### config.mk
export PLATFORM = sky130hd
export DESIGN_NAME = pwd_watchdog
export DESIGN_NICKNAME = d
export VERILOG_FILES = /design/src/rtl/pwd_watchdog_pkg.sv /design/src/rtl/wdt_regs.sv /design/src/rtl/wdt_tick.sv /design/src/rtl/wdt_count.sv /design/src/rtl/wdt_cause.sv /design/src/rtl/pwd_watchdog.sv
export SDC_FILE = /design/constraint.sdc
export NUM_CORES = 1
export LEC_CHECK = 0
export ABC_AREA = 1
export BUFFER_PORTS_ARGS = -buffer_cell sky130_fd_sc_hd__buf_4
export CAP_MARGIN = 20
export CORE_MARGIN = 1
export CORE_UTILIZATION = 56
export CTS_CLUSTER_DIAMETER = 150
export DETAILED_ROUTE_END_ITERATION = 10
export GPL_TIMING_DRIVEN = 1
export PLACE_DENSITY = 0.8
export SYNTH_ARGS = -nofsm -noshare
export SYNTH_HDL_FRONTEND = slang
export SYNTH_SLANG_ARGS = --single-unit
### constraint.sdc
create_clock -name clk_i -period 2.15 [get_ports clk_i]
set_input_delay 0.43 -clock clk_i [delete_from_list [all_inputs] [get_ports clk_i]]
set_output_delay 0.43 -clock clk_i [all_outputs]
set_load 0.005 [all_outputs]
### src/rtl/pwd_watchdog_pkg.sv
// Shared constants and types for the password-fed watchdog.
// Assumes a 32-bit register interface with byte offsets.
package pwd_watchdog_pkg;

    localparam int unsigned DATA_W     = 32;
    localparam int unsigned TIMEOUT_W  = 24;
    localparam int unsigned TIMEOUT_LSB = 8;

    // Control register bit positions
    localparam int unsigned BIT_EN     = 0;
    localparam int unsigned BIT_LOCK   = 1;
    localparam int unsigned BIT_DBG    = 2;
    localparam int unsigned BIT_SLP    = 3;
    localparam int unsigned BIT_STRICT = 4;
    localparam int unsigned BIT_CAUSE  = 5;

    // Byte offsets of the two registers
    localparam logic [7:0] OFS_CTRL = 8'h00;
    localparam logic [7:0] OFS_FEED = 8'h04;

    // The only value that feeds the counter
    localparam logic [DATA_W-1:0] FEED_KEY = 32'h709D_1AB3;

    typedef enum logic [1:0] {
        CAUSE_EXT = 2'd0,
        CAUSE_DBG = 2'd1,
        CAUSE_WDT = 2'd2
    } cause_t;

    typedef struct packed {
        logic [TIMEOUT_W-1:0] timeout;
        logic                 strict;
        logic                 run_slp;
        logic                 run_dbg;
        logic                 lock;
        logic                 en;
    } wd_cfg_t;

endpackage

### src/rtl/wdt_regs.sv
// Register file of the watchdog: control register with lock, feed-key
// decode and strict-mode misuse detection.
// Assumes one-clock write strobes; reads are combinational on the offset.
module wdt_regs
    import pwd_watchdog_pkg::*;
#(
    parameter int unsigned ADDR_W = 4
) (
    input  logic              clk_i,
    input  logic              rst_n_i,
    input  logic              we_i,
    input  logic [ADDR_W-1:0] addr_i,
    input  logic [DATA_W-1:0] wdata_i,
    input  cause_t            cause_i,
    output wd_cfg_t           cfg_o,
    output logic              cfg_wr_o,
    output logic              feed_ok_o,
    output logic              misuse_o,
    output logic [DATA_W-1:0] rdata_o
);

    localparam logic [ADDR_W-1:0] A_CTRL = OFS_CTRL[ADDR_W-1:0];
    localparam logic [ADDR_W-1:0] A_FEED = OFS_FEED[ADDR_W-1:0];

    wd_cfg_t cfg_q;
    logic    hit_ctrl;
    logic    hit_feed;
    logic    key_ok;

    // Decode the access target and check the key
    always_comb begin
        hit_ctrl = we_i && (addr_i == A_CTRL);
        hit_feed = we_i && (addr_i == A_FEED);
        key_ok   = (wdata_i == FEED_KEY);
    end

    // Feed request and strict-mode misuse flags
    always_comb begin
        feed_ok_o = hit_feed && key_ok;
        misuse_o  = cfg_q.strict &&
                    ((hit_feed && !key_ok) || (hit_ctrl && cfg_q.lock));
        cfg_wr_o  = hit_ctrl && !cfg_q.lock;
    end

    // Control register: loads only while unlocked
    always_ff @(posedge clk_i) begin
        if (!rst_n_i) begin
            cfg_q <= '0;
        end else if (cfg_wr_o) begin
            cfg_q.en      <= wdata_i[BIT_EN];
            cfg_q.lock    <= wdata_i[BIT_LOCK];
            cfg_q.run_dbg <= wdata_i[BIT_DBG];
            cfg_q.run_slp <= wdata_i[BIT_SLP];
            cfg_q.strict  <= wdata_i[BIT_STRICT];
            cfg_q.timeout <= wdata_i[TIMEOUT_LSB +: TIMEOUT_W];
        end
    end

    // Read-back mux
    always_comb begin
        rdata_o = '0;
        if (addr_i == A_CTRL) begin
            rdata_o[BIT_EN]                       = cfg_q.en;
            rdata_o[BIT_LOCK]                     = cfg_q.lock;
            rdata_o[BIT_DBG]                      = cfg_q.run_dbg;
            rdata_o[BIT_SLP]                      = cfg_q.run_slp;
            rdata_o[BIT_STRICT]                   = cfg_q.strict;
            rdata_o[BIT_CAUSE +: 2]               = cause_i;
            rdata_o[TIMEOUT_LSB +: TIMEOUT_W]     = cfg_q.timeout;
        end
    end

    assign cfg_o = cfg_q;

endmodule

### src/rtl/wdt_tick.sv
// Prescaler: emits one tick every DIV active cycles. Restarts from zero
// on a clear and holds its phase while not active.
module wdt_tick #(
    parameter int unsigned DIV = 16
) (
    input  logic clk_i,
    input  logic rst_n_i,
    input  logic clr_i,
    input  logic active_i,
    output logic tick_o
);

    generate
        if (DIV <= 1) begin : g_direct
            // No division: every active cycle is a tick
            assign tick_o = active_i && !clr_i;
        end else begin : g_div
            localparam int unsigned PW = $clog2(DIV);
            localparam logic [PW-1:0] LAST = PW'(DIV - 1);
            logic [PW-1:0] phase_q;

            assign tick_o = active_i && !clr_i && (phase_q == LAST);

            // Phase counter with wrap at DIV-1
            always_ff @(posedge clk_i) begin
                if (!rst_n_i || clr_i) begin
                    phase_q <= '0;
                end else if (active_i) begin
                    phase_q <= (phase_q == LAST) ? '0 : phase_q + 1'b1;
                end
            end
        end
    endgenerate

endmodule

### src/rtl/wdt_count.sv
// Timeout counter: advances on ticks, flags expiry when a tick arrives
// with the count at or above the timeout, then starts over.
module wdt_count #(
    parameter int unsigned CNT_W = 24
) (
    input  logic             clk_i,
    input  logic             rst_n_i,
    input  logic             clr_i,
    input  logic             tick_i,
    input  logic [CNT_W-1:0] limit_i,
    output logic [CNT_W-1:0] count_o,
    output logic             expire_o
);

    logic [CNT_W-1:0] cnt_q;

    assign expire_o = tick_i && (cnt_q >= limit_i);
    assign count_o  = cnt_q;

    // Count ticks; clear on restart or expiry
    always_ff @(posedge clk_i) begin
        if (!rst_n_i || clr_i || expire_o) begin
            cnt_q <= '0;
        end else if (tick_i) begin
            cnt_q <= cnt_q + 1'b1;
        end
    end

endmodule

### src/rtl/wdt_cause.sv
// Reset-cause record. Runs on the external reset only so that the value
// survives a reset that the watchdog itself requested.
module wdt_cause
    import pwd_watchdog_pkg::*;
(
    input  logic   clk_i,
    input  logic   rst_ext_n_i,
    input  logic   wdt_req_i,
    input  logic   dbg_req_i,
    output cause_t cause_o
);

    cause_t cause_q;

    // Capture the latest reset source, watchdog first
    always_ff @(posedge clk_i) begin
        if (!rst_ext_n_i) begin
            cause_q <= CAUSE_EXT;
        end else if (wdt_req_i) begin
            cause_q <= CAUSE_WDT;
        end else if (dbg_req_i) begin
            cause_q <= CAUSE_DBG;
        end
    end

    assign cause_o = cause_q;

endmodule

### src/rtl/pwd_watchdog.sv
// Password-fed watchdog top. Combines the register file, prescaler,
// timeout counter and cause record; registers the reset request.
// Assumes rst_sys_n_i is driven by the system reset generator after a request.
module pwd_watchdog
    import pwd_watchdog_pkg::*;
#(
    parameter int unsigned PRESC_DIV = 16,
    parameter int unsigned ADDR_W    = 4
) (
    input  logic              clk_i,
    input  logic              rst_ext_n_i,
    input  logic              rst_sys_n_i,
    input  logic              bus_we_i,
    input  logic [ADDR_W-1:0] bus_addr_i,
    input  logic [31:0]       bus_wdata_i,
    output logic [31:0]       bus_rdata_o,
    input  logic              dbg_halt_i,
    input  logic              sleep_i,
    input  logic              dbg_rst_i,
    output logic              rst_req_o
);

    logic                 core_rst_n;
    wd_cfg_t              cfg;
    logic                 cfg_wr;
    logic                 feed_ok;
    logic                 misuse;
    cause_t               cause;
    logic                 active;
    logic                 restart;
    logic                 tick;
    logic [TIMEOUT_W-1:0] count;
    logic                 expire;
    logic                 req_q;

    // Main logic resets on either reset source
    assign core_rst_n = rst_ext_n_i && rst_sys_n_i;

    // Counting is allowed unless a halt state forbids it
    always_comb begin
        active  = cfg.en && !(dbg_halt_i && !cfg.run_dbg)
                         && !(sleep_i && !cfg.run_slp);
        restart = feed_ok || !cfg.en;
    end

    wdt_regs #(.ADDR_W(ADDR_W)) u_regs (
        .clk_i    (clk_i),
        .rst_n_i  (core_rst_n),
        .we_i     (bus_we_i),
        .addr_i   (bus_addr_i),
        .wdata_i  (bus_wdata_i),
        .cause_i  (cause),
        .cfg_o    (cfg),
        .cfg_wr_o (cfg_wr),
        .feed_ok_o(feed_ok),
        .misuse_o (misuse),
        .rdata_o  (bus_rdata_o)
    );

    wdt_tick #(.DIV(PRESC_DIV)) u_tick (
        .clk_i   (clk_i),
        .rst_n_i (core_rst_n),
        .clr_i   (restart),
        .active_i(active),
        .tick_o  (tick)
    );

    wdt_count #(.CNT_W(TIMEOUT_W)) u_count (
        .clk_i   (clk_i),
        .rst_n_i (core_rst_n),
        .clr_i   (restart),
        .tick_i  (tick),
        .limit_i (cfg.timeout),
        .count_o (count),
        .expire_o(expire)
    );

    wdt_cause u_cause (
        .clk_i      (clk_i),
        .rst_ext_n_i(rst_ext_n_i),
        .wdt_req_i  (req_q),
        .dbg_req_i  (dbg_rst_i),
        .cause_o    (cause)
    );

    // Registered one-clock reset request
    always_ff @(posedge clk_i) begin
        if (!core_rst_n) begin
            req_q <= 1'b0;
        end else begin
            req_q <= expire || misuse;
        end
    end

    assign rst_req_o = req_q;

endmodule

# Yosys cells after proc, flatten, opt, wreduce, memory -nomap -nowiden
# Cells that the tools add are included.
[totals]
register_bits = 60
elab_cells = 55
[op_classes]
n_eq_ne = 3
muxes = 5
bitwise_logic = 1
n_lt_le_gt_ge = 1
n_reduce_logical = 32
add_sub_neg = 2
[ops]
columns = ["op", "count"]
rows = [
  ["equality test 32 x 31 -> 1 bit, second input constant", 1],
  ["adder 24 x 1 -> 24 bit, second input constant", 1],
  ["greater-or-equal comparator 24 bit", 1],
  ["two-way mux 24 bit", 1],
  ["logical AND 1 bit", 15],
  ["zero test 1 bit", 9],
  ["two-way mux 7 bit", 1],
  ["logical OR 1 bit", 5],
  ["adder 4 x 1 -> 4 bit, second input constant", 1],
  ["equality test 4 x 3 -> 1 bit, second input constant", 1],
  ["equality test 4 bit, second input constant", 1],
  ["zero test 4 bit", 1],
  ["two-way mux 2 bit", 2],
  ["two-way mux 4 bit", 1],
  ["nonzero test 2 bit", 1],
  ["OR reduction 2 bit", 1],
  ["inverter 1 bit", 1],
]

# Logic depth before layout (Yosys ltp)
[depth]
depth_word = 9
depth_mapped = 14

# Modules after synthesis
# Synthesis repeated with hierarchy kept, for this count alone.
[hier_totals]
hier_cells = 579
hier_area_um2 = 3776.1
[modules_own_cells]
columns = ["module", "instances", "seq_area_each_um2", "cells_each", "area_each_um2"]
rows = [
  ["wdt_count", 1, 480.5, 281, 1923.1],
  ["wdt_regs", 1, 580.6, 248, 1512.7],
  ["wdt_tick", 1, 80.1, 28, 195.2],
  ["wdt_cause", 1, 40.0, 9, 77.6],
  ["pwd_watchdog", 1, 20.0, 13, 67.6],
]

# Worst setup path after synthesis
# Ideal clock, no wire load.
[synth_timing]
path_kind = "flip-flop to flip-flop"
start = "register u_regs.cfg_q, in the netlist u_regs.cfg_o[28]"
end = "register u_count.cnt_q[19] (netlist: u_count.count_o[19])"
setup_slack_ps = 531
period_less_slack_ps = 1619
arrival_time_ps = 1507
path_stages_with_launch = 14
cell_sequence = "dfxtp_1 -> inv_1 -> ha_1 -> nand2_1 -> nor2_1 -> and2_1 -> nand3_1 -> nor2_1 -> nand2_1 -> nand2_1 -> nand2_2 -> nand2_4 -> buf_6 -> nor2_1"
[synth_via]
elab_chain_len = 3
[synth_rtl]
columns = ["item", "line", "rtl"]
rows = [
  ["start: declaration", "wdt_regs.sv:25", "wd_cfg_t cfg_q;"],
  ["greater-or-equal comparator 24 bit", "wdt_count.sv:17", "assign expire_o = tick_i && (cnt_q >= limit_i);"],
  ["logical AND 1 bit", "wdt_count.sv:17", ""],
  ["logical OR 1 bit", "wdt_count.sv:22", "if (!rst_n_i || clr_i || expire_o) begin"],
  ["end signal: assignment", "wdt_count.sv:25", "cnt_q <= cnt_q + 1'b1;"],
  ["end: declaration", "wdt_count.sv:15", "logic [CNT_W-1:0] cnt_q;"],
]
# No other way between the ends.
# A chain may end at the register's enable or synchronous reset.

# Worst setup path after layout
[layout_timing]
start = "register u_count.cnt_q[0] (netlist: u_count.count_o[0])"
end = "register u_count.cnt_q[22] (netlist: u_count.count_o[22])"
[layout_via]
elab_chain_len = 3
elab_cells_between_ends = 4
cone_classes = "add/sub (1); order compare (1); reduce/logical (2)"
[layout_rtl]
columns = ["item", "line"]
rows = [
  ["greater-or-equal comparator 24 bit", "wdt_count.sv:17"],
  ["logical AND 1 bit", "wdt_count.sv:17"],
  ["logical OR 1 bit", "wdt_count.sv:22"],
]
# Parallel ways exist; a longest one is shown, timed or not.

==> results.cfg <==
[clock_tree]
holdBufCountCts = 0
clk_path_buf_depth = 2
cts_resized = 0
post-cts-setup-buffer-count = 0
clock-sinks = 60
cts_buffers = 9
cts_tree = done
cts_root_buf = clkbuf_8
htree_levels = 3
insertion_delay_ns = 0.35
clk_pin_slew_worst_paths_ns = 0.07

[synthesis]
synthTopCellsByArea = dfxtp_1 29%, nand2_1 16%, nor2_1 14%, inv_1 9.3%, ha_1 7.9%
ys_seq_area_share_pct = 29.19
yosys_most_used_dff = dfxtp_1
synth.distinct_cells = 32
synth-compound-area-share_pct = 8.027
avgSynthCellArea_sq_um = 6.235
ys_warn_count = 0
synthAdderAreaFrac_pct = 7.905
synth_top_family_by_area = simple AND/OR/NAND/NOR gates
syn_nets = 729
syn_inst = 660
synth_top_area_cell = dfxtp_1
synth_simple_gate_area_share_pct = 40.26
async_flop_share_pct = 0
synth_top_area_share_pct = 29.19
synth-xor-area-share_pct = 1.915
synth_edf_count = 0
synth_mux_area_share_pct = 0
syn_area_sq_um = 4115
ys_ff_latch = 60

[power]
p_per_area_nw_per_um2 = 432.1
p_leak_nw = 2.200
vdd_drop_max_mv = 0.2790

[route]
wl_per_cell_microns = 12.75
drt_iter0_drc = 197
num_vias = 4312
routed_wl_mm = 10.66
post_drt_via_cell_ratio = 5.158
drc = 0
firstDrtPassIters = 6
ant_nets = 0

[job]
max_cap_violations = 0

[sta]
finalSetupViolations = 0
final.setup.tns_ns = 0
fin_skew_ns = 0.007093
slew_violations = 0
fmax_mhz = 538.8
rsz0062_at_grt = no
period_share_pct = 86.32
hold_viol_final = 0
fin_crit_ns = 1.856

[finish]
most-common-layout-cells = 176 x nand2_1, 153 x nor2_1, 102 x inv_1
fin_nets = 805
area_delta_synth_final_pct = 20.07
final_cells = 836
diodes = 0
drive_above_1_share_pct = 15.68
final_common_cell = nand2_1

[worst_setup_path]
critPathMostFrequentCell = nand2_1
path_cells = inv_1 > ha_1 > inv_1 > a21oi_1 > o21a_1 > nand2_1 > nand2_1 > nand2_1 > nand2_2 > nand2_4 > nor2_1
arrival_ns = 2.08
critPathKind = flop to flop
cp-startpoint = u_count.count_o[0]
r2r_start = u_count.count_o[0]
path_max_fanout = 24
critPathMaxStageDelay_ns = 0.51
cp_top_family = simple AND/OR/NAND/NOR gates
path_buf_inv = 2
crit_required_ns = 2.38
cp-end-kind = flop
start_kind = flop
crit_path_top_delay_cell = dfxtp_1

[global_routing]
grt_pass1_vias = 3914
grt_antenna_before_repair = 0
grt_pass1_wl_mm = 17.61
grt_max_degree = 31
grt_usage_pct = 29.76
overflow = 0

[die]
die_y_microns = 87.73
initial_core_util_pct = 59.26
die_w_microns = 87.73
io-pin-count = 76
num_rows = 30
die_area_sq_um = 7696
coreArea_sq_um = 6944

[placed_design]
placed_cells = 821
gp_congestion = 0.9322
place.port_buffers = 74
dp.final_hpwl_mm = 8.112

[worst_hold_path]
min_from = bus_wdata_i[1]
hold_class = input port to flop

[status]
status = finished, final reports clean
cells by family (layout without fill, tap and decap cells):
family | Yosys count | after routing
AND/OR/NAND/NOR | 386 | 386
buffers and inverters | 128 | 208
flip-flops | 60 | 60
AO/OA/AOI/OAI | 50 | 50
adder cells (fa/ha/maj) | 26 | 26
XOR/XNOR | 9 | 9
other | 1 | 1
sequential cells by signal, indices dropped and copies added, names as in the netlist:
| signal | cells |
|---|---|
| u_regs.cfg_o | 29 |
| rst_req_o | 1 |
| u_tick.g_div.phase_q | 4 |
| u_cause.cause_o | 2 |
| u_count.count_o | 24 |
final cells by class:
cell class	instances	area, sq um
tap	96	120.1
fill	627	2003
multi-input combinational	472	2395
clock inverter	5	30.03
inverter	105	394.1
sequential	60	1201
timing repair buffer	88	673.1
clock buffer	10	127.6
cells in the mapped netlist, types with 3 or more instances:
cell type / instances
inv_2: 3
a211oi_1: 29
xnor2_1: 6
ha_1: 26
inv_1: 102
clkbuf_1: 10
nor2_1: 153
buf_4: 4
nand3b_1: 8
a21oi_1: 13
nand4_1: 25
nand2_1: 176
nand3_1: 9
dfxtp_1: 60
xor2_1: 3
o21ai_0: 5
buf_2: 6
nand3_4: 3
worst register-to-register path, stage by stage (launching register included):
cell     delay (ns)
dfxtp_1        0.51
inv_1          0.14
ha_1           0.20
inv_1          0.05
a21oi_1        0.06
o21a_1         0.16
nand2_1        0.09
nand2_1        0.06
nand2_1        0.07
nand2_2        0.07
nand2_4        0.23
nor2_1         0.10
routing by layer:
metal | part of all wire (%) | routed length (microns) | GRT usage (%)
met1 | 43 | 4578 | 34.93
met2 | 49 | 5264 | 53.56
met3 | 5.2 | 551 | 4.147
met4 | 2.5 | 262 | 13.41
met5 | 0 | 0 | 0
worst paths after layout:
kind | end | slack, ns | cells after the start
worst min register to register | u_cause.cause_o[0] | 0.47 | 2
worst max-delay path | u_count.count_o[22] | 0.29 | 11
worst max register to register | u_count.count_o[22] | 0.29 | 11
worst min-delay path | u_regs.cfg_o[1] | 0.35 | 3
where the power goes:
group	internal (W)	leakage, nW	total (W)	switching (W)
logic	0.0000725	1.64	0.000145	0.0000729
clock network	0.000405	0.0779	0.000870	0.000465
registers	0.00112	0.484	0.00112	0.00000257
total	0.00159	2.20	0.00213	0.000541
metrics by stage:
| step | setup WS [ns] | total power (W) | utilization, % | area [sq um] | hold slack, ns |
|---|---|---|---|---|---|
| 2_1_floorplan | 0.5310 | 0.001210 | - | 4115 | 0.4339 |
| 3_3_place_gp | 0.3374 | 0.001285 | 68.88 | 4783 | 0.4499 |
| 3_5_place_dp | 0.3069 | 0.001289 | 68.88 | 4783 | 0.4617 |
| 4_1_cts | 0.3016 | 0.002140 | 71.15 | 4941 | 0.3400 |
| 5_1_grt | 0.06778 | 0.002218 | 71.15 | 4941 | 0.3572 |
| 6_report | 0.2942 | 0.002135 | 71.15 | 4941 | 0.3474 |
Power figures use the tool's default switching activity.
